## src/rtl/irqc_pkg.sv

```systemverilog
package irqc_pkg;

    localparam int PIN_W  = 4;
    localparam int ADDR_W = 3;
    localparam int DATA_W = 8;

    typedef enum logic [ADDR_W-1:0] {
        RA_STATUS = 3'd0,
        RA_MASK   = 3'd1,
        RA_CHANGE = 3'd2,
        RA_LEVEL  = 3'd3,
        RA_CMD    = 3'd4,
        RA_SRCSEL = 3'd5
    } reg_addr_e;

    typedef enum logic {
        FLT_STEADY  = 1'b0,
        FLT_PENDING = 1'b1
    } flt_state_e;

    typedef enum logic {
        BRK_IDLE    = 1'b0,
        BRK_FLAGGED = 1'b1
    } brk_state_e;

endpackage

```

## src/rtl/irqc_pin_filter.sv

```systemverilog
module irqc_pin_filter
    import irqc_pkg::*;
#(
    parameter int SYNC_STAGES = 2,
    parameter int PERSIST     = 2
) (
    input  logic clk,
    input  logic rst_n,
    input  logic pin_i,
    output logic level_o,
    output logic change_o
);
    localparam int CNT_W = $clog2(PERSIST + 1);
    localparam logic [CNT_W-1:0] LAST_CNT = CNT_W'(PERSIST - 1);

    logic [SYNC_STAGES-1:0] sync_q;
    logic                   level;
    logic                   accepted_q, accepted_d;
    logic [CNT_W-1:0]       run_q, run_d;
    flt_state_e             state_q, state_d;
    logic                   mismatch;

    generate
        if (SYNC_STAGES == 1) begin : g_sync1
            always_ff @(posedge clk) begin
                if (!rst_n) sync_q <= '0;
                else        sync_q <= pin_i;
            end
        end else begin : g_syncn
            always_ff @(posedge clk) begin
                if (!rst_n) sync_q <= '0;
                else        sync_q <= {sync_q[SYNC_STAGES-2:0], pin_i};
            end
        end
    endgenerate

    assign level    = sync_q[SYNC_STAGES-1];
    assign mismatch = (level != accepted_q);

    // State register
    always_ff @(posedge clk) begin
        if (!rst_n) begin
            state_q    <= FLT_STEADY;
            run_q      <= '0;
            accepted_q <= 1'b0;
        end else begin
            state_q    <= state_d;
            run_q      <= run_d;
            accepted_q <= accepted_d;
        end
    end

    // Next state and outputs
    always_comb begin
        state_d    = state_q;
        run_d      = run_q;
        accepted_d = accepted_q;
        change_o   = 1'b0;
        unique case (state_q)
            FLT_STEADY: begin
                if (mismatch) begin
                    state_d = FLT_PENDING;
                    run_d   = CNT_W'(1);
                end
            end
            FLT_PENDING: begin
                if (!mismatch) begin
                    state_d = FLT_STEADY;
                    run_d   = '0;
                end else if (run_q == LAST_CNT) begin
                    change_o   = 1'b1;
                    accepted_d = level;
                    state_d    = FLT_STEADY;
                    run_d      = '0;
                end else begin
                    run_d = run_q + CNT_W'(1);
                end
            end
            default: state_d = FLT_STEADY;
        endcase
    end

    assign level_o = level;

    // A level is accepted only after it has been held over consecutive samples
    assert_change_held_R6: assert property (@(posedge clk) disable iff (!rst_n)
        change_o |-> (level == $past(level)));

    // A one-sample mismatch never produces a change pulse
    assert_no_single_sample_R6: assert property (@(posedge clk) disable iff (!rst_n)
        (state_q == FLT_STEADY) |-> !change_o);

endmodule

```

## src/rtl/irqc_brk_track.sv

```systemverilog
module irqc_brk_track
    import irqc_pkg::*;
(
    input  logic clk,
    input  logic rst_n,
    input  logic brk_i,
    input  logic clr_i,
    output logic chg_o
);
    brk_state_e state_q, state_d;
    logic       prev_q;
    logic       edge_seen;

    assign edge_seen = (brk_i != prev_q);

    // State register
    always_ff @(posedge clk) begin
        if (!rst_n) begin
            state_q <= BRK_IDLE;
            prev_q  <= 1'b0;
        end else begin
            state_q <= state_d;
            prev_q  <= brk_i;
        end
    end

    // Next state
    always_comb begin
        state_d = state_q;
        unique case (state_q)
            BRK_IDLE:    if (edge_seen)            state_d = BRK_FLAGGED;
            BRK_FLAGGED: if (clr_i && !edge_seen)  state_d = BRK_IDLE;
            default:                               state_d = BRK_IDLE;
        endcase
    end

    // Output
    always_comb begin
        chg_o = (state_q == BRK_FLAGGED);
    end

    assert_edge_sets_R5: assert property (@(posedge clk) disable iff (!rst_n)
        edge_seen |=> chg_o);

    assert_sticky_R5: assert property (@(posedge clk) disable iff (!rst_n)
        (chg_o && !clr_i) |=> chg_o);

endmodule

```

## src/rtl/pair_irq_ctrl.sv

```systemverilog
module pair_irq_ctrl
    import irqc_pkg::*;
#(
    parameter int SYNC_STAGES = 2,
    parameter int PERSIST     = 2
) (
    input  logic                clk,
    input  logic                rst_n,
    input  logic                tx_rdy_a,
    input  logic                rx_rdy_a,
    input  logic                fifo_full_a,
    input  logic                break_a,
    input  logic                tx_rdy_b,
    input  logic                rx_rdy_b,
    input  logic                fifo_full_b,
    input  logic                break_b,
    input  logic [PIN_W-1:0]    gp_pin,
    input  logic [ADDR_W-1:0]   reg_addr,
    input  logic                reg_wr,
    input  logic                reg_rd,
    input  logic [DATA_W-1:0]   reg_wdata,
    output logic [DATA_W-1:0]   reg_rdata,
    output logic                irq_n
);
    localparam int NCH = 2;

    logic [PIN_W-1:0]  pin_level;
    logic [PIN_W-1:0]  pin_change;
    logic [PIN_W-1:0]  flags_q;
    logic [DATA_W-1:0] mask_q;
    logic [NCH-1:0]    srcsel_q;
    logic [NCH-1:0]    tx_q, rxr_q, ffl_q;
    logic [NCH-1:0]    brk_in, brk_clr, brk_chg;
    logic [NCH-1:0]    rx_evt;
    logic [DATA_W-1:0] status;
    logic              rd_change;
    logic              wr_cmd;

    assign rd_change = reg_rd && (reg_addr == RA_CHANGE);
    assign wr_cmd    = reg_wr && (reg_addr == RA_CMD);
    assign brk_in    = {break_b, break_a};
    assign brk_clr   = {NCH{wr_cmd}} & reg_wdata[NCH-1:0];

    generate
        for (genvar p = 0; p < PIN_W; p++) begin : g_pin
            irqc_pin_filter #(
                .SYNC_STAGES(SYNC_STAGES),
                .PERSIST    (PERSIST)
            ) u_flt (
                .clk     (clk),
                .rst_n   (rst_n),
                .pin_i   (gp_pin[p]),
                .level_o (pin_level[p]),
                .change_o(pin_change[p])
            );
        end
        for (genvar c = 0; c < NCH; c++) begin : g_ch
            irqc_brk_track u_brk (
                .clk  (clk),
                .rst_n(rst_n),
                .brk_i(brk_in[c]),
                .clr_i(brk_clr[c]),
                .chg_o(brk_chg[c])
            );
            assign rx_evt[c] = srcsel_q[c] ? ffl_q[c] : rxr_q[c];
        end
    endgenerate

    // Event level capture, registers and change flags
    always_ff @(posedge clk) begin
        if (!rst_n) begin
            tx_q     <= '0;
            rxr_q    <= '0;
            ffl_q    <= '0;
            mask_q   <= '0;
            srcsel_q <= '0;
            flags_q  <= '0;
        end else begin
            tx_q  <= {tx_rdy_b, tx_rdy_a};
            rxr_q <= {rx_rdy_b, rx_rdy_a};
            ffl_q <= {fifo_full_b, fifo_full_a};
            if (reg_wr && reg_addr == RA_MASK)   mask_q   <= reg_wdata;
            if (reg_wr && reg_addr == RA_SRCSEL) srcsel_q <= reg_wdata[NCH-1:0];
            flags_q <= (rd_change ? '0 : flags_q) | pin_change;
        end
    end

    assign status = {|flags_q, brk_chg[1], rx_evt[1], tx_q[1],
                     1'b0,     brk_chg[0], rx_evt[0], tx_q[0]};

    always_comb begin
        irq_n = ~|(status & mask_q);
    end

    always_comb begin
        reg_rdata = '0;
        unique case (reg_addr)
            RA_STATUS: reg_rdata = status;
            RA_MASK:   reg_rdata = mask_q;
            RA_CHANGE: reg_rdata = {flags_q, pin_level};
            RA_LEVEL:  reg_rdata = {{(DATA_W-PIN_W){1'b0}}, pin_level};
            RA_SRCSEL: reg_rdata = {{(DATA_W-NCH){1'b0}}, srcsel_q};
            default:   reg_rdata = '0;
        endcase
    end

    assert_mask_zero_quiet_R2: assert property (@(posedge clk) disable iff (!rst_n)
        (mask_q == '0) |-> irq_n);

    assert_read_clears_R7: assert property (@(posedge clk) disable iff (!rst_n)
        (rd_change && pin_change == '0) |=> (flags_q == '0));

    assert_change_kept_R8: assert property (@(posedge clk) disable iff (!rst_n)
        (rd_change && pin_change != '0) |=> (flags_q != '0));

    assert_unmapped_zero_R10: assert property (@(posedge clk) disable iff (!rst_n)
        (reg_addr > RA_SRCSEL || reg_addr == RA_CMD) |-> (reg_rdata == '0));

    assert_flags_sticky_R7: assert property (@(posedge clk) disable iff (!rst_n)
        (!rd_change && flags_q != '0) |=> (flags_q != '0));

endmodule

```

## config.mk

```make
export PLATFORM = sky130hd
export DESIGN_NAME = pair_irq_ctrl
export DESIGN_NICKNAME = d
export VERILOG_FILES = /design/src/rtl/irqc_pkg.sv /design/src/rtl/irqc_pin_filter.sv /design/src/rtl/irqc_brk_track.sv /design/src/rtl/pair_irq_ctrl.sv
export SDC_FILE = /design/constraint.sdc
export NUM_CORES = 1
export LEC_CHECK = 0
export BUFFER_PORTS_ARGS = -buffer_cell sky130_fd_sc_hd__buf_2
export CORE_ASPECT_RATIO = 0.5
export CORE_MARGIN = 2
export CORE_UTILIZATION = 30
export CTS_CLUSTER_DIAMETER = 30
export DETAILED_ROUTE_END_ITERATION = 10
export HOLD_SLACK_MARGIN = 0.03
export PLACE_DENSITY = 0.54
export SYNTH_ARGS = -nofsm -noshare
export SYNTH_HDL_FRONTEND = slang
export SYNTH_SLANG_ARGS = --single-unit
```

## constraint.sdc

```tcl
create_clock -name clk -period 1.84 [get_ports clk]
set_clock_uncertainty 0.1 [all_clocks]
set_input_delay 0.368 -clock clk [delete_from_list [all_inputs] [get_ports clk]]
set_output_delay 0.368 -clock clk [all_outputs]
set_load 0.005 [all_outputs]
```

* After elaboration in Yosys (flattened, before gate mapping)
Index checks and enable logic that the tools add are counted.
** Storage, ports and cells
- Bits in registers :: 48
- Input port bits :: 27
- Output and inout bits :: 9
- Logic and storage cells :: 128
** Operators by class
- $add $sub $neg :: 4
- Equal/unequal tests :: 19
- Mux-type cells :: 54
- Bitwise operators :: 9
- Reductions and logical operators :: 16
** Operator list (number)
- 8-bit case mux with 5 select lines :: 1
- 1-bit two-way mux :: 30
- 2-bit two-way mux :: 12
- 2-bit case mux with 2 select lines :: 4
- 1-bit case mux with 2 select lines :: 6
- 3-bit AND reduction :: 4
- 2-bit by 1-bit adder with 2-bit output (second input constant) :: 4
- 8-bit bitwise AND :: 1
- 2-bit by 1-bit == test with 1-bit output (second input constant) :: 4
- 2-bit by 1-bit inequality test with 1-bit output (second input constant) :: 4
- 8-bit OR reduction :: 1
- 3-bit by 2-bit == test with 1-bit output (second input constant) :: 2
- 3-bit == test (second input constant) :: 2
- 1-bit logical AND :: 6
- 1-bit inequality test :: 6
- 1-bit NOT :: 6
- 4-bit two-way mux :: 1
- 4-bit bitwise OR :: 1
- 4-bit OR reduction :: 1
- 3-bit by 1-bit == test with 1-bit output (second input constant) :: 1
- 1-bit logical NOT :: 3
- 3-bit logical NOT :: 1
- 2-bit bitwise AND :: 1

* Longest topological paths before layout
- Word-level depth :: 6
- Mapped depth :: 4

* Modules after synthesis
From an unflattened synthesis, not the netlist that was laid out.
** Second synthesis, totals
- Cells, all modules :: 205
- Area total of the unflattened synthesis :: 2048.2 um^2
** By module, submodules not included
- pair_irq_ctrl :: instances 1, cells each 109, area each 1007.2 um^2
- irqc_pin_filter :: instances 4, cells each 21, area each 225.2 um^2
- irqc_brk_track :: instances 2, cells each 6, area each 70.1 um^2

* Worst setup path after synthesis
No wires, ideal clock.
- Path type :: reg-to-output
- From :: reg flags_q[3]
- To :: out irq_n
- Arrival time :: 1.309 ns
- Required time :: 1.372 ns
- Path slack :: 0.063 ns
- Cell stages (with the launch flop) :: 4
- Cells stage by stage :: dfxtp_1 > or4_4 > a211o_1 > a221oi_2
** Between the ends
- Word-level cells in the longest chain between the ends :: 4
** RTL lines
- start: declaration :: RTL line pair_irq_ctrl.sv:29 : logic [PIN_W-1:0] flags_q;
- start signal: assignment :: RTL line pair_irq_ctrl.sv:84 : flags_q <= (rd_change ? '0 : flags_q) | pin_change;
- 4-bit OR reduction :: RTL line pair_irq_ctrl.sv:88 : assign status = {|flags_q, brk_chg[1], rx_evt[1], tx_q[1],
- 8-bit bitwise AND :: RTL line pair_irq_ctrl.sv:92 : irq_n = ~|(status & mask_q);
- 8-bit OR reduction :: RTL line pair_irq_ctrl.sv:92
- 1-bit logical NOT :: RTL line pair_irq_ctrl.sv:92
- end: declaration :: RTL line pair_irq_ctrl.sv:23 : output logic irq_n
No other way between the ends.

* Worst setup path in the final report
- From :: reg flags_q[2]
- To :: out irq_n
Same word-level chain as after synthesis.

==> impl_summary.md <==
Place
In this run the cell area measured after placement is 0.00234 mm^2. Once detailed placement completed, the half-perimeter wirelength came to 3.01 mm. Port buffering added 35 buffers. OpenSTA, run right after detailed placement, puts the worst setup slack at -0.0995 ns.

Routability-driven placement finished with a final weighted congestion of 0.806.

Cells and area
The area taken by flip-flops and latches is 965 um^2. The footprint of the multi-input gates is 0.00104 mm^2. The fill cell instance count of the final layout is 634. The final layout net count is 271. The share of final-layout standard cells stronger than drive strength 1 is 0.295. The area growth from synthesis to layout is 26.8%. The total inserted antenna cells is 0.

The final design instance area without fill is 0.00254 mm^2.

Routing
The detailed-route vias per instance is 4.51. Once detail routing completed, the nets flagged for antenna violations numbered 0. The first routing iteration left 71 violations. The via count of the routed design is 1497.

For this run, the detailed router's first-pass iteration total came to 6. The DRC violation count after routing is 0. Dividing the detail-routed wire length by the instance count gives 12.0 um. Wires add up to 3.98 mm.

Floorplanning
For this configuration, the core starts out at a cell density of 0.320. Measured along the x axis, the die boundary spans 119 um. The number of placement rows is 20. The die is 61.7 um tall. The floorplan step defined a die boundary enclosing 0.00738 mm^2. The core box area is 0.00626 mm^2. 36 I/O pins were placed.

Clock network
In this run, CTS created clock tree buffers numbering 5. For the worst-skew pair, the clock arrives at the later sink with an insertion delay of 0.27 ns. The hold buffer count at cts is 0.

The CTS tree is done. The number of levels in the clock H-tree is 2. Clock-pin slew was measured on the worst setup and hold paths at 0.06 ns. The sink count of the clock tree is 48.

The maximum buffer depth of the clock tree is 2. CTS placed an instance of clkbuf_16 at the clock tree root.

STA
Setup violations remaining at the end of the flow were counted as 2. The maximum clock rate is 0.455 GHz. At the pin with the least slew margin, the transition time is 0.365 ns. Headroom to the max-slew limit came out at 0.754. The hold violation total from the final report is 0. In the finished design, the share of the clock period the worst path needs comes to 1.20. In the post-route analysis, the smallest setup slack over all paths is -0.360 ns. Counting I/O delays and the setup requirement, the final critical path takes 2.20 ns. Setup repair after global routing could not meet its margin everywhere. The max-slew violation total from the final report is 0. Hold is met by 0.193 ns.

Global routing
The total congestion overflow is 0. The initial antenna violation count was 0. The global-route wire length before repair is 6.84 mm. The via count of the first global-routing pass is 1460. The maximum number of pins on one net before global-route repair is 32. Across every metal layer, demand over resource in global routing totals 0.117.

Critical path
The signal on the critical path passes through or4_4 -> a211o_1 -> a221oi_2 -> buf_2. The number of cells on the worst reg-to-reg path is 3. The required time at the worst-slack endpoint is 1.37 ns. Setup slack on the worst reg-to-reg path comes out at 0.68 ns.

For this run, the slowest stage of the critical path takes 0.53 ns. The source of the critical timing path is flags_q[2]. The startpoint of the lowest-slack register-to-register path is g_pin[3].u_flt.sync_q[1]. The element type at the critical path start is a flop.

By startpoint and endpoint, the worst setup path is classified as flop to primary output. The endpoint identified for the worst register-to-register timing path is flags_q[3]. The worst setup path is captured at a primary output.

For this design, the slowest cell found on the critical path is or4_4. The worst setup path endpoint is irq_n. At the worst endpoint, the arrival time is 1.73 ns. The critical-path maximum fanout is 2.

Status
The checks that failed: negative setup slack. The run finished, with violations left.

Logic synthesis
Of the synthesized area, sequential elements account for 0.480. The average instance area after synthesis is 10.1 um^2. Synthesis inferred 48 register bits. The fraction of registers with async set or reset after synthesis is 0. The most used flip-flop cell after synthesis is dfxtp_1. The number of distinct library cell variants in the gate-level netlist after synthesis is 31. The cell area after technology mapping is 0.00200 mm^2. The synthesized instance count is 198.

The post-synth net total is 225. The count of yosys warnings during synthesis is 0. The count of flip-flops with a built-in enable after synthesis is 0.

Run
Max-cap violations in this run came to 0.

Power and ir drop
The leakage power summed over all cells is 1.13 nW. Power spread over the standard cell area amounts to 827 mW/mm^2. The largest voltage drop on the vdd net is 0.416 mV.

Worst hold path
The path type of the worst min-delay path is input port to flop.
## worst min-delay path by stage
| stage | start | to | slack, ns | depth (start not counted) |
|---|---|---|---|---|
| after global routing | fifo_full_a | ffl_q[0] | 0.20 | 2 |
| after CTS | tx_rdy_b | tx_q[1] | 0.19 | 2 |
| after global placement | g_pin[2].u_flt.run_q[1] | g_pin[2].u_flt.run_q[1] | 0.31 | 2 |
| final | tx_rdy_b | tx_q[1] | 0.19 | 2 |
| after detailed placement | g_pin[2].u_flt.run_q[1] | g_pin[2].u_flt.run_q[1] | 0.32 | 2 |
| after floorplan | g_pin[0].u_flt.run_q[1] | g_pin[0].u_flt.run_q[1] | 0.31 | 2 |
## stage by stage
stage / util / power, W / TNS [ns] / std cells
after floorplan: - / 0.00121 / 0 / 198
after global placement: 0.375 / 0.00128 / -0.0822 / 322
after detailed placement: 0.375 / 0.00129 / -0.0995 / 322
after CTS: 0.399 / 0.00213 / -0.589 / 330
after global routing: 0.405 / 0.00220 / -0.764 / 332
final: 0.405 / 0.00210 / -0.672 / 332
## area by class of cell
type	count	share of cell area
Timing Repair Buffer	48	0.115
Tap cell	88	0.0434
Multi-Input combinational cell	141	0.408
Clock buffer	6	0.0508
Clock inverter	1	0.00197
Sequential cell	48	0.380
## per-layer routing
metal  wire [um]  global-route usage
met5           0                   0
met1        1990               0.159
met2        1830               0.196
met3         133              0.0274
met4          27              0.0252
## worst max-delay path: cells and delay by family (launching register included)
kind            cells  cell delay [ns]
simple gates        1             0.53
compound gates      2             0.47
flops               1             0.32
buf+inv             1             0.14
## Yosys cell counts, types with 4 or more instances
cell type  count  share of area
o211a_1        4          0.020
and3_1         5          0.016
dfxtp_1       48           0.48
nand3b_1      11          0.041
xor2_1         6          0.026
clkbuf_1       7          0.013
a21oi_1        7          0.018
mux2i_1       17          0.085
nor2_1         6          0.011
or2_2          4          0.013
a21boi_0       6          0.023
nand2b_1       4          0.013
mux2_2         4          0.023
nand2_1       16          0.030
and2_1        16          0.050
nor2b_1       16          0.050
## flip-flops by register name, summed over array words and instances, names as in the netlist
name and cells:
g_ch.u_brk.prev_q 2, g_pin.u_flt.state_q 4, ffl_q 2, srcsel_q 2
rxr_q 2, mask_q 8, g_pin.u_flt.accepted_q 4, flags_q 4
g_ch.u_brk.chg_o 2, tx_q 2, g_pin.u_flt.sync_q 8, g_pin.u_flt.run_q 8
## layout by cell type, fill, tap and decap left out, types with 2 or more instances in the layout
cell type	instances
nor2_1	5
a22o_1	2
a21boi_0	6
nor2b_1	15
o21a_1	2
o211a_1	4
buf_2	34
xor2_1	6
mux2_2	3
clkbuf_16	5
and3_1	5
or2_2	4
buf_4	11
nand2b_1	4
a2bb2oi_1	2
dfxtp_2	3
mux2i_1	17
dfxtp_1	45
nand3b_1	11
and2_1	16
nand2_1	16
o22ai_1	2
a21oi_1	7
## power by group
group | total, W | switching, W | internal [W]
registers | 0.00110 | 0.0000231 | 0.00107
clock network | 0.000830 | 0.000337 | 0.000493
logic | 0.000171 | 0.0000767 | 0.0000946
total | 0.00210 | 0.000437 | 0.00166
## kinds of logic after synthesis
| group | Yosys count | share of synthesized area |
|---|---|---|
| AO/OA/AOI/OAI | 30 | 0.114 |
| multiplexers | 21 | 0.108 |
| AND/OR/NAND/NOR | 84 | 0.253 |
| XOR/XNOR | 6 | 0.0263 |
| flip-flops | 48 | 0.480 |
| buffers and inverters | 9 | 0.0181 |
## what timing repair did
| action | 4_1_cts | 5_1_grt |
|---|---|---|
| cloned | 0 | 0 |
| pin swaps | 3 | 0 |
| resized for setup | 4 | 7 |
| hold endpoints to repair | 0 | 0 |
| buffers inserted | 1 | 2 |
| endpoints found under the setup margin | 3 | 4 |
No activity file was read; power rests on OpenSTA's default activity.
